<file path="config.mk">
export PLATFORM = sky130hd
export DESIGN_NAME = posit_decoder
export DESIGN_NICKNAME = d
export VERILOG_FILES = /design/src/rtl/posit_dec_pkg.sv /design/src/rtl/posit_abs_stage.sv /design/src/rtl/posit_regime_scan.sv /design/src/rtl/posit_field_extract.sv /design/src/rtl/posit_decoder.sv
export SDC_FILE = /design/constraint.sdc
export NUM_CORES = 1
export LEC_CHECK = 0
export CAP_MARGIN = 20
export CORE_AREA = 2 2 81 44
export DETAILED_ROUTE_END_ITERATION = 10
export DIE_AREA = 0 0 83 46
export PLACE_DENSITY = 0.85
export SYNTH_ARGS = -nofsm -noshare
export SYNTH_HDL_FRONTEND = slang
export SYNTH_SLANG_ARGS = --single-unit
</file>
<file path="constraint.sdc">
create_clock -name clk -period 4.5 [get_ports clk]
set_input_delay 1.35 -clock clk [delete_from_list [all_inputs] [get_ports clk]]
set_output_delay 1.35 -clock clk [all_outputs]
set_load 0.1 [all_outputs]
</file>
<file path="src/rtl/posit_dec_pkg.sv">
package posit_dec_pkg;

    localparam int DEF_NBITS = 8;
    localparam int DEF_ES    = 1;

    typedef enum logic [1:0] {
        PCLS_REAL = 2'd0,
        PCLS_ZERO = 2'd1,
        PCLS_NAR  = 2'd2
    } pclass_e;

    function automatic int frac_bits(input int n, input int es);
        return n - es - 3;
    endfunction

    function automatic int regime_width(input int n);
        return $clog2(n) + 1;
    endfunction

    function automatic int run_width(input int n);
        return $clog2(n);
    endfunction

    function automatic int scale_width(input int n, input int es);
        return $clog2((n - 1) << es) + 1;
    endfunction

    function automatic int exp_width(input int es);
        return (es > 0) ? es : 1;
    endfunction

endpackage

</file>
<file path="src/rtl/posit_abs_stage.sv">
module posit_abs_stage
    import posit_dec_pkg::*;
#(
    parameter int NBITS = DEF_NBITS
) (
    input  logic [NBITS-1:0] word,
    output logic             sign,
    output logic [NBITS-2:0] body,
    output pclass_e          cls
);
    localparam logic [NBITS-1:0] NAR_WORD = {1'b1, {(NBITS-1){1'b0}}};

    logic [NBITS-1:0] mag;

    always_comb begin
        sign = word[NBITS-1];
        mag  = sign ? (~word + {{(NBITS-1){1'b0}}, 1'b1}) : word;
        body = mag[NBITS-2:0];
        if (word == '0)
            cls = PCLS_ZERO;
        else if (word == NAR_WORD)
            cls = PCLS_NAR;
        else
            cls = PCLS_REAL;
    end
endmodule

</file>
<file path="src/rtl/posit_regime_scan.sv">
module posit_regime_scan
    import posit_dec_pkg::*;
#(
    parameter int NBITS = DEF_NBITS
) (
    input  logic [NBITS-2:0]                        body,
    output logic signed [regime_width(NBITS)-1:0]   k,
    output logic [run_width(NBITS)-1:0]             consumed
);
    localparam int KW = regime_width(NBITS);
    localparam int MW = run_width(NBITS);

    logic          lead;
    logic          ended;
    logic [MW-1:0] run;

    always_comb begin
        lead  = body[NBITS-2];
        run   = '0;
        ended = 1'b0;
        for (int i = NBITS - 2; i >= 0; i--) begin
            if (!ended) begin
                if (body[i] == lead)
                    run = run + MW'(1);
                else
                    ended = 1'b1;
            end
        end
        consumed = ended ? (run + MW'(1)) : run;
        if (lead)
            k = KW'(run) - KW'(1);
        else
            k = -KW'(run);
    end
endmodule

</file>
<file path="src/rtl/posit_field_extract.sv">
module posit_field_extract
    import posit_dec_pkg::*;
#(
    parameter int NBITS = DEF_NBITS,
    parameter int ES    = DEF_ES
) (
    input  logic [NBITS-2:0]                        body,
    input  logic [run_width(NBITS)-1:0]             consumed,
    input  logic signed [regime_width(NBITS)-1:0]   k,
    output logic [exp_width(ES)-1:0]                expo,
    output logic [frac_bits(NBITS, ES):0]           frac,
    output logic [scale_width(NBITS, ES)-1:0]       scale
);
    localparam int FW = frac_bits(NBITS, ES);
    localparam int SW = scale_width(NBITS, ES);
    localparam int EW = exp_width(ES);

    logic [NBITS-2:0] rest;
    logic [SW-1:0]    k_ext;

    assign rest = body << consumed;

    generate
        if (ES > 0) begin : g_exp
            assign expo = rest[NBITS-2 -: ES];
        end else begin : g_noexp
            assign expo = '0;
        end
    endgenerate

    assign frac  = {1'b1, rest[NBITS-2-ES -: FW]};
    assign k_ext = SW'(k);
    assign scale = (k_ext << ES) + SW'(expo);

    logic unused_ok;
    assign unused_ok = ^{EW};
endmodule

</file>
<file path="src/rtl/posit_decoder.sv">
module posit_decoder
    import posit_dec_pkg::*;
#(
    parameter int NBITS   = DEF_NBITS,
    parameter int ES      = DEF_ES,
    parameter bit REG_OUT = 1'b1
) (
    input  logic                                clk,
    input  logic                                rst,
    input  logic                                in_valid,
    input  logic [NBITS-1:0]                    in_word,
    output logic                                out_valid,
    output logic                                out_sign,
    output logic                                out_zero,
    output logic                                out_nar,
    output logic [regime_width(NBITS)-1:0]      out_regime,
    output logic [exp_width(ES)-1:0]            out_exp,
    output logic [frac_bits(NBITS, ES):0]       out_frac,
    output logic [scale_width(NBITS, ES)-1:0]   out_scale
);
    localparam int FW = frac_bits(NBITS, ES);
    localparam int KW = regime_width(NBITS);
    localparam int MW = run_width(NBITS);
    localparam int SW = scale_width(NBITS, ES);
    localparam int EW = exp_width(ES);

    logic                 a_sign;
    logic [NBITS-2:0]     a_body;
    pclass_e              a_cls;
    logic signed [KW-1:0] r_k;
    logic [MW-1:0]        r_consumed;
    logic [EW-1:0]        f_exp;
    logic [FW:0]          f_frac;
    logic [SW-1:0]        f_scale;

    posit_abs_stage #(.NBITS(NBITS)) u_abs (
        .word (in_word),
        .sign (a_sign),
        .body (a_body),
        .cls  (a_cls)
    );

    posit_regime_scan #(.NBITS(NBITS)) u_scan (
        .body     (a_body),
        .k        (r_k),
        .consumed (r_consumed)
    );

    posit_field_extract #(.NBITS(NBITS), .ES(ES)) u_extract (
        .body     (a_body),
        .consumed (r_consumed),
        .k        (r_k),
        .expo     (f_exp),
        .frac     (f_frac),
        .scale    (f_scale)
    );

    // Special words mask every numeric field to zero.
    logic          c_real;
    logic          c_zero;
    logic          c_nar;
    logic [KW-1:0] c_regime;
    logic [EW-1:0] c_exp;
    logic [FW:0]   c_frac;
    logic [SW-1:0] c_scale;

    always_comb begin
        c_real   = (a_cls == PCLS_REAL);
        c_zero   = (a_cls == PCLS_ZERO);
        c_nar    = (a_cls == PCLS_NAR);
        c_regime = c_real ? r_k     : '0;
        c_exp    = c_real ? f_exp   : '0;
        c_frac   = c_real ? f_frac  : '0;
        c_scale  = c_real ? f_scale : '0;
    end

    generate
        if (REG_OUT) begin : g_reg
            always_ff @(posedge clk) begin
                if (rst) begin
                    out_valid  <= 1'b0;
                    out_sign   <= 1'b0;
                    out_zero   <= 1'b0;
                    out_nar    <= 1'b0;
                    out_regime <= '0;
                    out_exp    <= '0;
                    out_frac   <= '0;
                    out_scale  <= '0;
                end else begin
                    out_valid <= in_valid;
                    if (in_valid) begin
                        out_sign   <= a_sign;
                        out_zero   <= c_zero;
                        out_nar    <= c_nar;
                        out_regime <= c_regime;
                        out_exp    <= c_exp;
                        out_frac   <= c_frac;
                        out_scale  <= c_scale;
                    end
                end
            end
        end else begin : g_comb
            assign out_valid  = in_valid;
            assign out_sign   = a_sign;
            assign out_zero   = c_zero;
            assign out_nar    = c_nar;
            assign out_regime = c_regime;
            assign out_exp    = c_exp;
            assign out_frac   = c_frac;
            assign out_scale  = c_scale;
            logic unused_clk;
            assign unused_clk = clk ^ rst;
        end
    endgenerate
endmodule

</file>
# Yosys cells after proc, flatten, opt, wreduce, memory -nomap -nowiden
# Index checks and enable logic that the tools add are counted.
# word_totals
elab_cells	62
regBits	19
# op_classes
add_sub_neg	10
shift	1
muxes	31
bitwise_logic	1
eq_ne	9
n_reduce_logical	2
# op_table
cell	n
$mux W3	11
$add A3 B1 Y3 const B	6
$mux W1	12
$mux W5	2
$eq A8 B8 Y1 const B	1
$logic_not A8 Y1	1
$mux W4	2
$add A7 B1 Y7 const B	1
$mux W7	1
$not A7 Y7	1
$shl A7 B3 Y7	1
$eq A1 B1 Y1	6
$mux W2	3
$add A5 B1 Y5	1
$neg A3 Y4	1
$sub A3 B1 Y4 const B	1
$eq A2 B1 Y1 const B	1
$eq A2 B2 Y1 const B	1
$logic_not A2 Y1	1

# Logic depth before layout (Yosys ltp)
# Gate-level depths: netlist of run 1.
# depth
word_depth	25
mapped_depth	15
mapped_depth_nobuf	14

# Modules after synthesis
# A second synthesis of run 1 with hierarchy kept.
# hier_totals
cells_unflattened	170
area_unflattened_um2	1455.1
# modules_own_cells
module	area_per_inst_um2	instances	cells_per_inst
posit_decoder	810.8	1	80
posit_field_extract	246.5	1	31
posit_regime_scan	225.2	1	36
posit_abs_stage	172.7	1	23

# Worst setup path after synthesis of run 1
# No wires, ideal clock.
# synth_timing
path_kind	input to register
from	in in_word[0]
to	reg out_frac[2]
path_buffers	1
required_ps	4380
setup_ps	120
setup_slack_ps	136
t_arrival_ps	4245
path_stages	15
path_cell_list	clkinv_1 ha_1 or3b_1 buf_6 o31ai_4 xnor2_1 mux2i_1 o21ai_0 a22oi_1 ha_1 a31oi_1 nand2_1 a21oi_1 a2111oi_0 a211o_1
# synth_via
elab_chain_len	24
word_cells_on_any_way	45
classes_between	add/sub: 7; eq/ne: 7; shift: 1; mux: 27; bitwise: 1; reduce/logical: 2
# synth_lines
element	line	source
start, declared	posit_decoder.sv:11	input logic [NBITS-1:0] in_word,
$not A7 Y7	posit_abs_stage.sv:17	mag = sign ? (~word + {{(NBITS-1){1'b0}}, 1'b1}) : word;
$add A7 B1 Y7	posit_abs_stage.sv:17	
$mux W7	posit_abs_stage.sv:17	
$eq A1 B1 Y1	posit_regime_scan.sv:23	if (body[i] == lead)
$mux W2	posit_regime_scan.sv:23	
$add A3 B1 Y3	posit_regime_scan.sv:24	run = run + MW'(1);
$mux W3	posit_regime_scan.sv:23	
$mux W3	posit_regime_scan.sv:22	if (!ended) begin
[... 8 more ...]	-	
$mux W3	posit_regime_scan.sv:22	
$add A3 B1 Y3	posit_regime_scan.sv:24	
$mux W3	posit_regime_scan.sv:23	
$mux W3	posit_regime_scan.sv:22	
$add A3 B1 Y3	posit_regime_scan.sv:29	consumed = ended ? (run + MW'(1)) : run;
$mux W3	posit_regime_scan.sv:29	
$shl A7 B3 Y7	posit_field_extract.sv:21	assign rest = body << consumed;
$mux W5 (*)	posit_decoder.sv:73	c_frac = c_real ? f_frac : '0;
end signal, assigned	posit_decoder.sv:97	out_frac <= c_frac;
end, declared	posit_decoder.sv:18	output logic [frac_bits(NBITS, ES):0] out_frac,
# Every way passes the cells marked *; elsewhere a longest branch is shown, timed or not.
# A chain may end at the register's enable or synchronous reset.

# Worst setup path in the final report of run 1
# layout_timing
from	in in_word[3]
to	reg out_regime[0]
# layout_via
elab_chain_len	23
word_cells_on_any_way	43
classes_between	add/sub: 8; eq/ne: 7; mux: 25; bitwise: 1; reduce/logical: 2
# layout_lines
element	line	source
$not A7 Y7	posit_abs_stage.sv:17	
$add A7 B1 Y7	posit_abs_stage.sv:17	
$mux W7	posit_abs_stage.sv:17	
$eq A1 B1 Y1	posit_regime_scan.sv:23	
$mux W2	posit_regime_scan.sv:23	
$add A3 B1 Y3	posit_regime_scan.sv:24	
$mux W3	posit_regime_scan.sv:23	
$mux W3	posit_regime_scan.sv:22	
[... 7 more ...]	-	
$mux W3	posit_regime_scan.sv:23	
$mux W3	posit_regime_scan.sv:22	
$add A3 B1 Y3	posit_regime_scan.sv:24	
$mux W3	posit_regime_scan.sv:23	
$mux W3	posit_regime_scan.sv:22	
$neg A3 Y4 / $sub A3 B1 Y4 (equally long branches)	posit_regime_scan.sv:33, posit_regime_scan.sv:31	
$mux W4	posit_regime_scan.sv:30	if (lead)
$mux W4 (*)	posit_decoder.sv:71	c_regime = c_real ? r_k : '0;
end signal, assigned	posit_decoder.sv:95	out_regime <= c_regime;
end, declared	posit_decoder.sv:16	output logic [regime_width(NBITS)-1:0] out_regime,
# Marked as above.

==> impl_results.html, run 1 <==
<table>
<tr><th>Metric</th><th>Value</th></tr>
<tr><th colspan="2">Floorplan</th></tr>
<tr><td>FP Rows</td><td>15</td></tr>
<tr><td>Height of the die</td><td>46 µm</td></tr>
<tr><td>Die ar.</td><td>0.00382 mm²</td></tr>
<tr><td>Core region area</td><td>0.00321 mm²</td></tr>
<tr><td>Boundary pin count</td><td>30</td></tr>
<tr><td>Width of the die</td><td>83 µm</td></tr>
<tr><td>Starting density of the core</td><td>41.6%</td></tr>
<tr><th colspan="2">Worst setup path</th></tr>
<tr><td>Startpoint kind of the worst setup timing path</td><td>input pin</td></tr>
<tr><td>WP data required</td><td>4.63 ns</td></tr>
<tr><td>Buffer and inverter count on the worst path</td><td>10</td></tr>
<tr><td>Register-to-register path setup slack</td><td>3.69 ns</td></tr>
<tr><td>Most frequent CP cell</td><td>buf_4</td></tr>
<tr><td>CP top delay family</td><td>buffers and inverters</td></tr>
<tr><td>Terminus of the critical flop-to-flop path</td><td>out_frac[3]</td></tr>
<tr><td>Critical Path Sink Type</td><td>register</td></tr>
<tr><td>Stages on the worst setup path</td><td>18</td></tr>
<tr><td>Chain of cells forming the critical path</td><td>clkdlybuf4s50_1, or3b_4, o31ai_4, xnor2_2, mux2i_2, buf_4, buf_4, buf_4, buf_4, buf_4, buf_4, buf_4, buf_4, buf_4, o21ai_0, a221oi_1, a2bb2oi_1, nor2_1</td></tr>
<tr><td>Worst r2r path cells</td><td>2</td></tr>
<tr><td>RR Startpoint</td><td>out_frac[3]</td></tr>
<tr><td>Data arrival at the endpoint of the critical path</td><td>4.54 ns</td></tr>
<tr><td>Critical Setup Path Class</td><td>input pin to register</td></tr>
<tr><td>CP max stage delay</td><td>0.44 ns</td></tr>
<tr><td>Peak fanout along the critical path</td><td>3</td></tr>
<tr><td>Library cell contributing the largest single delay on the critical path</td><td>clkdlybuf4s50_1</td></tr>
<tr><th colspan="2">Layout</th></tr>
<tr><td>Synth-to-Final Area Change</td><td>53.7%</td></tr>
<tr><td>Final Util</td><td>63.9%</td></tr>
<tr><td>Non-filler cells, final</td><td>279</td></tr>
<tr><td>Storage cell area</td><td>280 µm²</td></tr>
<tr><td>Final net count</td><td>251</td></tr>
<tr><td>Number of antenna repair diodes</td><td>0</td></tr>
<tr><td>Final instance area</td><td>0.00205 mm²</td></tr>
<tr><td>Multi-input gate area in the final layout</td><td>995 µm²</td></tr>
<tr><td>Share of final-layout standard cells stronger than drive strength 1</td><td>29.5%</td></tr>
<tr><td>Fillers</td><td>271</td></tr>
<tr><th colspan="2">Synth</th></tr>
<tr><td>Number of different library cells in the post-synthesis netlist</td><td>51</td></tr>
<tr><td>Share of the yosys chip area belonging to registers</td><td>21.0%</td></tr>
<tr><td>Netlist area before placement</td><td>0.00134 mm²</td></tr>
<tr><td>Warnings from Yosys</td><td>0</td></tr>
<tr><td>Number of synthesized flops with an enable pin</td><td>0</td></tr>
<tr><td>Register bit count reported by yosys</td><td>14</td></tr>
<tr><td>Predominant post-synthesis flop cell</td><td>dfxtp_1</td></tr>
<tr><td>Syn_nets</td><td>186</td></tr>
<tr><td>Gate count of the mapped netlist</td><td>173</td></tr>
<tr><td>Async set or reset register ratio after synthesis</td><td>0%</td></tr>
<tr><td>Average size of a mapped cell</td><td>7.72 µm²</td></tr>
<tr><th colspan="2">Clock network</th></tr>
<tr><td>Sinks on the clock net</td><td>14</td></tr>
<tr><td>Buffers from clock root to sink, at most</td><td>2</td></tr>
<tr><td>CTS tree</td><td>yes</td></tr>
<tr><td>Level count of the clock H-tree</td><td>1</td></tr>
<tr><td>Clock root buffer master</td><td>clkbuf_8</td></tr>
<tr><td>Worst skew pair latency</td><td>0.25 ns</td></tr>
<tr><td>Total clock buffers created by CTS</td><td>3</td></tr>
<tr><td>Clock transition at the registers of the reported paths</td><td>0.06 ns</td></tr>
<tr><th colspan="2">Global route</th></tr>
<tr><td>Global-route congestion overflow total</td><td>0</td></tr>
<tr><td>Antenna violations before repair</td><td>0</td></tr>
<tr><td>First-pass GRT wire length</td><td>6.86 mm</td></tr>
<tr><td>Pin count of the biggest net entering global routing</td><td>14</td></tr>
<tr><td>Total global-route track usage</td><td>23.3%</td></tr>
<tr><td>Number of global-route vias before repair</td><td>1380</td></tr>
<tr><th colspan="2">Placed design</th></tr>
<tr><td>Total cell area at the placement stage</td><td>0.00186 mm²</td></tr>
<tr><td># port buffers</td><td>29</td></tr>
<tr><td>Placed wire-length estimate after detailed placement</td><td>3.38 mm</td></tr>
<tr><td>Number of placed instances with taps included</td><td>266</td></tr>
<tr><td>Weighted congestion reported at the end of routability-driven placement</td><td>0.970</td></tr>
<tr><th colspan="2">Routing</th></tr>
<tr><td>Total wirelength of the detailed-routed design</td><td>4.60 mm</td></tr>
<tr><td>Drc violations</td><td>0</td></tr>
<tr><td>Antenna Nets Post-Route</td><td>0</td></tr>
<tr><td>Drt pass-1 iters</td><td>4</td></tr>
<tr><td>Starting DRT DRC Count</td><td>202</td></tr>
<tr><td>Per-cell routed wire length</td><td>16.5 µm</td></tr>
<tr><td>Vias per cell</td><td>5.81</td></tr>
<tr><td>Total vias in the final route</td><td>1620</td></tr>
<tr><th colspan="2">Worst hold path</th></tr>
<tr><td>Depth of the worst hold-timing path</td><td>2</td></tr>
<tr><td>Endpoint of the worst hold path</td><td>out_frac[4]</td></tr>
<tr><td>Type of the most critical hold path</td><td>register to register</td></tr>
<tr><td>Startpoint of the worst hold path</td><td>out_frac[4]</td></tr>
<tr><th colspan="2">Timing</th></tr>
<tr><td>Setup Skew</td><td>0 ns</td></tr>
<tr><td>Tightest Pin Transition</td><td>0.980 ns</td></tr>
<tr><td>Hold violation total from the final report</td><td>0</td></tr>
<tr><td>Achievable Freq</td><td>0.227 GHz</td></tr>
<tr><td>Slew Limit Headroom</td><td>34.5%</td></tr>
<tr><td>Final setup violating endpoints</td><td>0</td></tr>
<tr><td>Period Utilization, post-route</td><td>97.9%</td></tr>
<tr><td>Max-slew violation total from the final report</td><td>0</td></tr>
<tr><td>Final critical delay including setup and external delays</td><td>4.41 ns</td></tr>
<tr><th colspan="2">Status</th></tr>
<tr><td>Run status</td><td>finished clean</td></tr>
<tr><th colspan="2">Pwr</th></tr>
<tr><td>Pwr/cell area</td><td>366 mW/mm²</td></tr>
<tr><td>IR Drop Worst-Case VDD</td><td>0.278 mV</td></tr>
<tr><td>Leakage power total</td><td>0.842 nW</td></tr>
<tr><th colspan="2">Flow run</th></tr>
<tr><td>Count of maximum capacitance violations</td><td>0</td></tr>
</table>
[area by class of cell]
cell class / count / area share (%)
multi-input cells: 139 / 48.5
repair buffers: 76 / 31.9
flip-flops and latches: 14 / 13.7
clock buffers: 4 / 2.68
well taps: 42 / 2.56
inverters: 4 / 0.732
[metal layers]
| metal | wire length (µm) | GRT usage, % | vias to the layer above |
|---|---|---|---|
| met5 | 0 | 0 | - |
| met4 | 81 | 4.26 | 0 |
| met3 | 446 | 7.43 | 13 |
| met2 | 1800 | 32.7 | 87 |
| met1 | 2270 | 34.7 | 745 |
| li1 | - | - | 775 |
[synthesized netlist by cell type, drive strengths merged (3+ instances only)]
| master | count | area share [%] |
|---|---|---|
| o21ai | 20 | 7.5 |
| dfxtp | 14 | 21 |
| a21oi | 6 | 2.2 |
| nor3 | 3 | 1.1 |
| nand2b | 3 | 1.4 |
| xnor2 | 6 | 3.9 |
| nand2 | 20 | 5.6 |
| o21a | 4 | 2.2 |
| o211ai | 3 | 1.7 |
| buf | 9 | 5.7 |
| mux2i | 7 | 5.2 |
| inv | 3 | 0.84 |
| o31ai | 5 | 3.8 |
| nor2 | 18 | 5.2 |
| clkbuf | 7 | 2.0 |
| xor2 | 4 | 2.6 |
| a22oi | 3 | 1.7 |
[cells by family (layout without fill, tap and decap cells)]
| group | after synthesis | after routing | synth area share [%] |
|---|---|---|---|
| AO/OA/AOI/OAI | 62 | 62 | 34.4 |
| XOR/XNOR | 10 | 10 | 6.56 |
| multiplexers | 7 | 7 | 5.25 |
| flip-flops | 14 | 14 | 21.0 |
| AND/OR/NAND/NOR | 58 | 58 | 22.1 |
| adder cells (fa/ha/maj) | 2 | 2 | 1.87 |
| buffers and inverters | 20 | 84 | 8.81 |
[flip-flops by register name, indices dropped and copies added, names as in the netlist]
register,count
out_exp,1
out_frac,5
out_nar,1
out_regime,4
out_sign,1
out_valid,1
out_zero,1
[worst reg2reg max path: stages (launching register included)]
cell and delay, ns:
dfxtp_1 0.31, a32o_1 0.20, a31o_1 0.18
[metrics by stage]
step                hold WS, ns  worst slack [ns]  TNS, ns  total power, W
finish                    0.463            0.0924        0        0.000750
global route              0.490           -0.0269  -0.0732        0.000778
CTS                       0.464           0.00867        0        0.000723
detailed placement        0.455            -0.425    -1.43        0.000569
global placement          0.455            -0.135   -0.386        0.000563
floorplan                 0.909             0.136        0        0.000447
[worst max-delay path by stage]
stage                     to       start
2_1_floorplan    out_frac[2]  in_word[0]
3_3_place_gp     out_frac[1]  in_word[1]
3_5_place_dp     out_frac[2]  in_word[1]
4_1_cts          out_frac[2]  in_word[1]
5_1_grt          out_frac[1]  in_word[3]
6_report       out_regime[0]  in_word[3]
[layout by cell type (no fill, tap or decap), types with 3 or more instances in the layout]
| cell | count |
|---|---|
| o21ai_1 | 3 |
| a22oi_1 | 3 |
| nand2_1 | 19 |
| dfxtp_1 | 14 |
| nor2_1 | 17 |
| xor2_1 | 4 |
| o21ai_0 | 17 |
| mux2i_1 | 6 |
| clkbuf_8 | 4 |
| buf_4 | 46 |
| dlymetal6s2s_1 | 3 |
| o211ai_1 | 3 |
| clkdlybuf4s50_1 | 26 |
| nor3_1 | 3 |
| nand2b_1 | 3 |
| o21a_1 | 4 |
| o31ai_1 | 4 |
| a21oi_1 | 6 |
| xnor2_1 | 5 |
[power by group]
group	total, W	internal (W)	switching, W	leakage, nW
Clock	0.000127	0.0000778	0.0000492	0.0288
Sequential	0.000148	0.000139	0.00000924	0.115
Combinational	0.000475	0.000172	0.000303	0.698
Total	0.000750	0.000388	0.000362	0.842
[repair_timing]
action                                  CTS  global route
pin swaps                                 0             8
cloned                                    0             0
setup buffers                             9             0
endpoints found under the setup margin    3             6
resized for setup                         4            16
hold buffers                              0             0
Power figures use the tool's default switching activity.
==> inputs of run 2 (changes only) <==
--- a/config.mk
+++ b/config.mk
@@ -10,6 +10,7 @@
 export DETAILED_ROUTE_END_ITERATION = 10
 export DIE_AREA = 0 0 83 46
 export PLACE_DENSITY = 0.85
+export SKIP_LAST_GASP = 1
 export SYNTH_ARGS = -nofsm -noshare
 export SYNTH_HDL_FRONTEND = slang
 export SYNTH_SLANG_ARGS = --single-unit
==> results of run 2 <==
Same layout as run 1: the final DEF is identical, and so are final timing and power.
